`config.mk`:
```
export PLATFORM = sky130hd
export DESIGN_NAME = dbg_seq_ctl
export DESIGN_NICKNAME = d
export VERILOG_FILES = /design/src/rtl/dbg_seq_ctl.sv
export SDC_FILE = /design/constraint.sdc
export NUM_CORES = 1
export LEC_CHECK = 0
export ABC_AREA = 1
export BUFFER_PORTS_ARGS = -buffer_cell sky130_fd_sc_hd__buf_4
export CAP_MARGIN = 10
export CORE_AREA = 4 4 41 43
export CTS_CLUSTER_SIZE = 30
export DETAILED_ROUTE_END_ITERATION = 10
export DIE_AREA = 0 0 45 47
export PLACE_DENSITY = 0.36
export SLEW_MARGIN = 30
export SYNTH_ARGS = -nofsm -noshare
export SYNTH_HDL_FRONTEND = slang
export SYNTH_SLANG_ARGS = --single-unit
```
`constraint.sdc`:
```
create_clock -name clk -period 1.13 [get_ports clk]
set_input_delay 0.113 -clock clk [delete_from_list [all_inputs] [get_ports clk]]
set_output_delay 0.113 -clock clk [all_outputs]
set_load 0.02 [all_outputs]
```
`src/rtl/dbg_seq_ctl.sv`:
```
module dbg_seq_ctl (
  input  logic       clk,
  input  logic       rst_n,
  input  logic       retire_vld,
  input  logic       brk_en,
  input  logic       brk_hit,
  input  logic       btrace_en,
  input  logic       sstep_en,
  input  logic       is_branch,
  input  logic       ack,
  output logic [1:0] act_code,
  output logic       act_more
);

  localparam logic [1:0] ACT_NONE = 2'b00;
  localparam logic [1:0] ACT_BRK  = 2'b01;
  localparam logic [1:0] ACT_TRC  = 2'b10;

  logic [1:0] cur_q, nxt_q;
  logic       idle, bp_fire, tr_fire;
  logic [1:0] first_c, second_c;

  assign idle     = (cur_q == ACT_NONE);
  assign bp_fire  = brk_en & brk_hit;
  assign tr_fire  = sstep_en | (btrace_en & is_branch);
  assign first_c  = bp_fire ? ACT_BRK : (tr_fire ? ACT_TRC : ACT_NONE);
  assign second_c = (bp_fire & tr_fire) ? ACT_TRC : ACT_NONE;

  always_ff @(posedge clk or negedge rst_n) begin
    if (!rst_n) begin
      cur_q <= ACT_NONE;
      nxt_q <= ACT_NONE;
    end else if (idle) begin
      if (retire_vld) begin
        cur_q <= first_c;
        nxt_q <= second_c;
      end
    end else if (ack) begin
      cur_q <= nxt_q;
      nxt_q <= ACT_NONE;
    end
  end

  assign act_code = cur_q;
  assign act_more = (nxt_q != ACT_NONE);

endmodule

```
==> impl_table.tex <==
\begin{tabular}{lr}
\hline
Metric & Value \\
\hline
\multicolumn{2}{l}{\textbf{Power}} \\
\quad Power per Cell Area & 1930 nW/um\^{}2 \\
\quad Leak Pwr & 0.168 nW \\
\quad VDD IR max & 0.000806 V \\
\multicolumn{2}{l}{\textbf{Floorplan}} \\
\quad Num rows & 13 \\
\quad Core area & 1300 sq um \\
\quad Horiz. Die Dim & 45 um \\
\quad Effective utilization at floorplan & 13.6\% \\
\quad Top Ports & 12 \\
\quad DIE AREA & 2120 sq um \\
\quad Vert. Die Dim & 47 um \\
\multicolumn{2}{l}{\textbf{Synthesis}} \\
\quad Yosys warning total & 0 \\
\quad Syn avg cell area & 7.67 sq um \\
\quad Fraction of the yosys area taken by sequential cells & 42.6\% \\
\quad Syn Inst Count & 23 \\
\quad Cell taking the most area after synthesis & sky130\_fd\_sc\_hd\_\_dfrtp\_1 \\
\quad Syn nets & 32 \\
\quad Mapped Area & 176 sq um \\
\quad Top-area cell type share of the netlist area & 42.6\% \\
\quad Post-synthesis register bit count & 3 \\
\quad Largest cells by area after synthesis & sky130\_fd\_sc\_hd\_\_dfrtp\_1 (43\%), sky130\_fd\_sc\_hd\_\_nand2\_1 (21\%), sky130\_fd\_sc\_hd\_\_inv\_1 (6.4\%) \\
\quad Distinct cell type count after synthesis & 10 \\
\multicolumn{2}{l}{\textbf{Worst setup path}} \\
\quad WP data arrival & 1.10 ns \\
\quad Cell repeated most along the worst path & sky130\_fd\_sc\_hd\_\_nand2\_1 \\
\quad CP Class & register to register \\
\quad Max incr delay on CP & 0.41 ns \\
\quad Critical path cell sequence & nor2\_4, nand2\_4, nand2\_1, nand2\_1, nand2\_1, nand2\_1 \\
\quad Max FO, Critical Path & 4 \\
\quad Kind of end point of the critical path & register \\
\quad Crit path launch type & register \\
\quad Slowest cell on crit path & sky130\_fd\_sc\_hd\_\_dfrtp\_1 \\
\quad Critical path data required time & 1.24 ns \\
\multicolumn{2}{l}{\textbf{Clock network}} \\
\quad Buffer depth of the longest clock path & 2 \\
\quad Worst skew pair latency & 0.23 ns \\
\quad Num CTS Buffers & 3 \\
\quad Count of clock tree sinks & 3 \\
\quad Post-CTS Setup Repair Bufs & 0 \\
\quad Clock input transition at the sequential cells of the worst setup and hold paths & 0.03 ns \\
\quad Hold-fix buffers, CTS & 1 \\
\quad CTS tree & built \\
\quad Clock root buffer & sky130\_fd\_sc\_hd\_\_clkbuf\_4 \\
\quad Total number of H-tree levels & 1 \\
\quad Post-cts gate resize count & 0 \\
\multicolumn{2}{l}{\textbf{Layout}} \\
\quad Area added between synthesis and finish & 78.0\% \\
\quad Net count, final & 49 \\
\quad Final design utilization & 24.1\% \\
\quad Final cell count without fillers & 54 \\
\quad Fraction of layout cells with a size suffix above 1 & 46.2\% \\
\quad Most common cell after layout, fill and taps aside & sky130\_fd\_sc\_hd\_\_buf\_4 \\
\quad Total inserted antenna cells & 0 \\
\quad Number of fillers in the final layout & 161 \\
\quad Commonest non-fill, non-tap cells in the layout & sky130\_fd\_sc\_hd\_\_buf\_4 (11), sky130\_fd\_sc\_hd\_\_nand2\_1 (10), sky130\_fd\_sc\_hd\_\_inv\_1 (3), sky130\_fd\_sc\_hd\_\_dfrtp\_1 (3), sky130\_fd\_sc\_hd\_\_clkbuf\_4 (3) \\
\multicolumn{2}{l}{\textbf{STA}} \\
\quad RSZ-0062 raised after global routing & no \\
\quad Final setup fails & 0 \\
\quad Worst rel slew slack & 89.6\% \\
\quad Total negative slack & 0 ns \\
\quad Final Max Tran Viols & 0 \\
\quad Share of the cycle needed by the critical path after routing & 87.2\% \\
\quad Final Hold Fails & 0 \\
\quad Final min period & 0.985 ns \\
\quad Slew at the pin with the worst max-slew slack & 0.154 ns \\
\quad Smallest hold slack & 0.167 ns \\
\quad Highest clock frequency the design can meet & 1010 MHz \\
\quad Clock skew after layout & 0.00125 ns \\
\multicolumn{2}{l}{\textbf{Placed design}} \\
\quad Number of cells after detailed placement & 49 \\
\quad Routability-driven placement congestion ratio & 0.631 \\
\quad Buffers added on ports & 11 \\
\quad Detailed-placement wirelength estimate & 364 um \\
\multicolumn{2}{l}{\textbf{Routing}} \\
\quad Average routed wire per standard cell & 8.11 um \\
\quad Total routed wirelength & 438 um \\
\quad DRC & 0 \\
\quad Routed via count divided by cell count & 3.44 \\
\quad Antenna-violating nets left & 0 \\
\quad DRC violation total after the first TritonRoute iteration & 0 \\
\quad Detailed-routing iteration count for the pre-antenna-repair pass & 1 \\
\quad DR vias & 186 \\
\multicolumn{2}{l}{\textbf{Global routing}} \\
\quad Initial antenna violation count & 0 \\
\quad Pin count of the biggest net entering global routing & 5 \\
\quad Via count of the first global-routing pass & 208 \\
\quad Total overflow reported by the global router & 0 \\
\quad Global-route wire length before repair & 724 um \\
\quad GR Util All Layers & 5.22\% \\
\multicolumn{2}{l}{\textbf{Run}} \\
\quad Max-cap violation count & 0 \\
\multicolumn{2}{l}{\textbf{Run status}} \\
\quad Outcome & complete, no violations \\
\multicolumn{2}{l}{\textbf{Worst hold path}} \\
\quad Type of the worst min-delay path & primary input to register \\
\hline
\end{tabular}
==> Yosys cell counts <==
cell	number
sky130_fd_sc_hd__nand2_4	1
sky130_fd_sc_hd__dfrtp_1	3
sky130_fd_sc_hd__o21ai_1	1
sky130_fd_sc_hd__nor2_2	1
sky130_fd_sc_hd__nor2_4	1
sky130_fd_sc_hd__o21ai_2	1
sky130_fd_sc_hd__nand2_1	10
sky130_fd_sc_hd__nand3_1	1
sky130_fd_sc_hd__inv_1	3
sky130_fd_sc_hd__o21ai_0	1
==> critical path: cells and delay by family (launching register included) <==
kind | cells | cell delay (ns)
DFF | 1 | 0.41
and+or+nand+nor | 6 | 0.46
==> stage by stage <==
| step | area, sq um | worst slack, ns | power, W |
|---|---|---|---|
| after detailed placement | 278 | 0.150 | 0.000424 |
| after CTS | 314 | 0.141 | 0.000624 |
| after global placement | 278 | 0.150 | 0.000425 |
| after global routing | 314 | 0.0736 | 0.000663 |
| final | 314 | 0.145 | 0.000606 |
| after floorplan | 176 | 0.115 | 0.000327 |
==> registers in the layout (all words and copies together) (netlist names) <==
register and count:
nxt_q 1, act_code 2
==> cell families after synthesis <==
group | Yosys count | synth area share, %
flops | 3 | 42.6
simple gates | 14 | 40.4
compound gates | 3 | 10.6
buf+inv | 3 | 6.38
==> worst paths after layout <==
check	depth (start not counted)	from	endpoint	slack, ns
min in group asynchronous	2	rst_n	nxt_q[1]	0.20
worst min-delay path	4	ack	act_code[1]	0.17
worst min register to register	2	nxt_q[1]	nxt_q[1]	0.54
worst max-delay path	6	act_code[0]	act_code[1]	0.14
worst max register to register	6	act_code[0]	act_code[1]	0.14
max in group asynchronous	2	rst_n	act_code[0]	0.84
==> routing by layer <==
layer	vias up	routed length (um)	global-route usage [%]
li1	102	-	-
met1	73	198	5.69
met2	11	167	5.93
met3	0	73	1.92
met4	0	0	8.77
met5	-	0	0
==> report_power, final <==
part,leakage [nW],switching (W),internal (W)
combinational,0.114,0.000138,0.000108
clock,0.0150,0.0000520,0.000132
sequential,0.0397,0.0000366,0.000139
total,0.168,0.000227,0.000380
==> layout make-up <==
type                    instances  area, sq um  area share, %
repair buffers                 12         92.6           29.5
well taps                      15         18.8           5.98
flip-flops and latches          3         75.1           23.9
inverters                       3         11.3           3.59
multi-input cells              17         90.1           28.7
clock buffers                   4         26.3           8.37
Power figures use the tool's default switching activity.
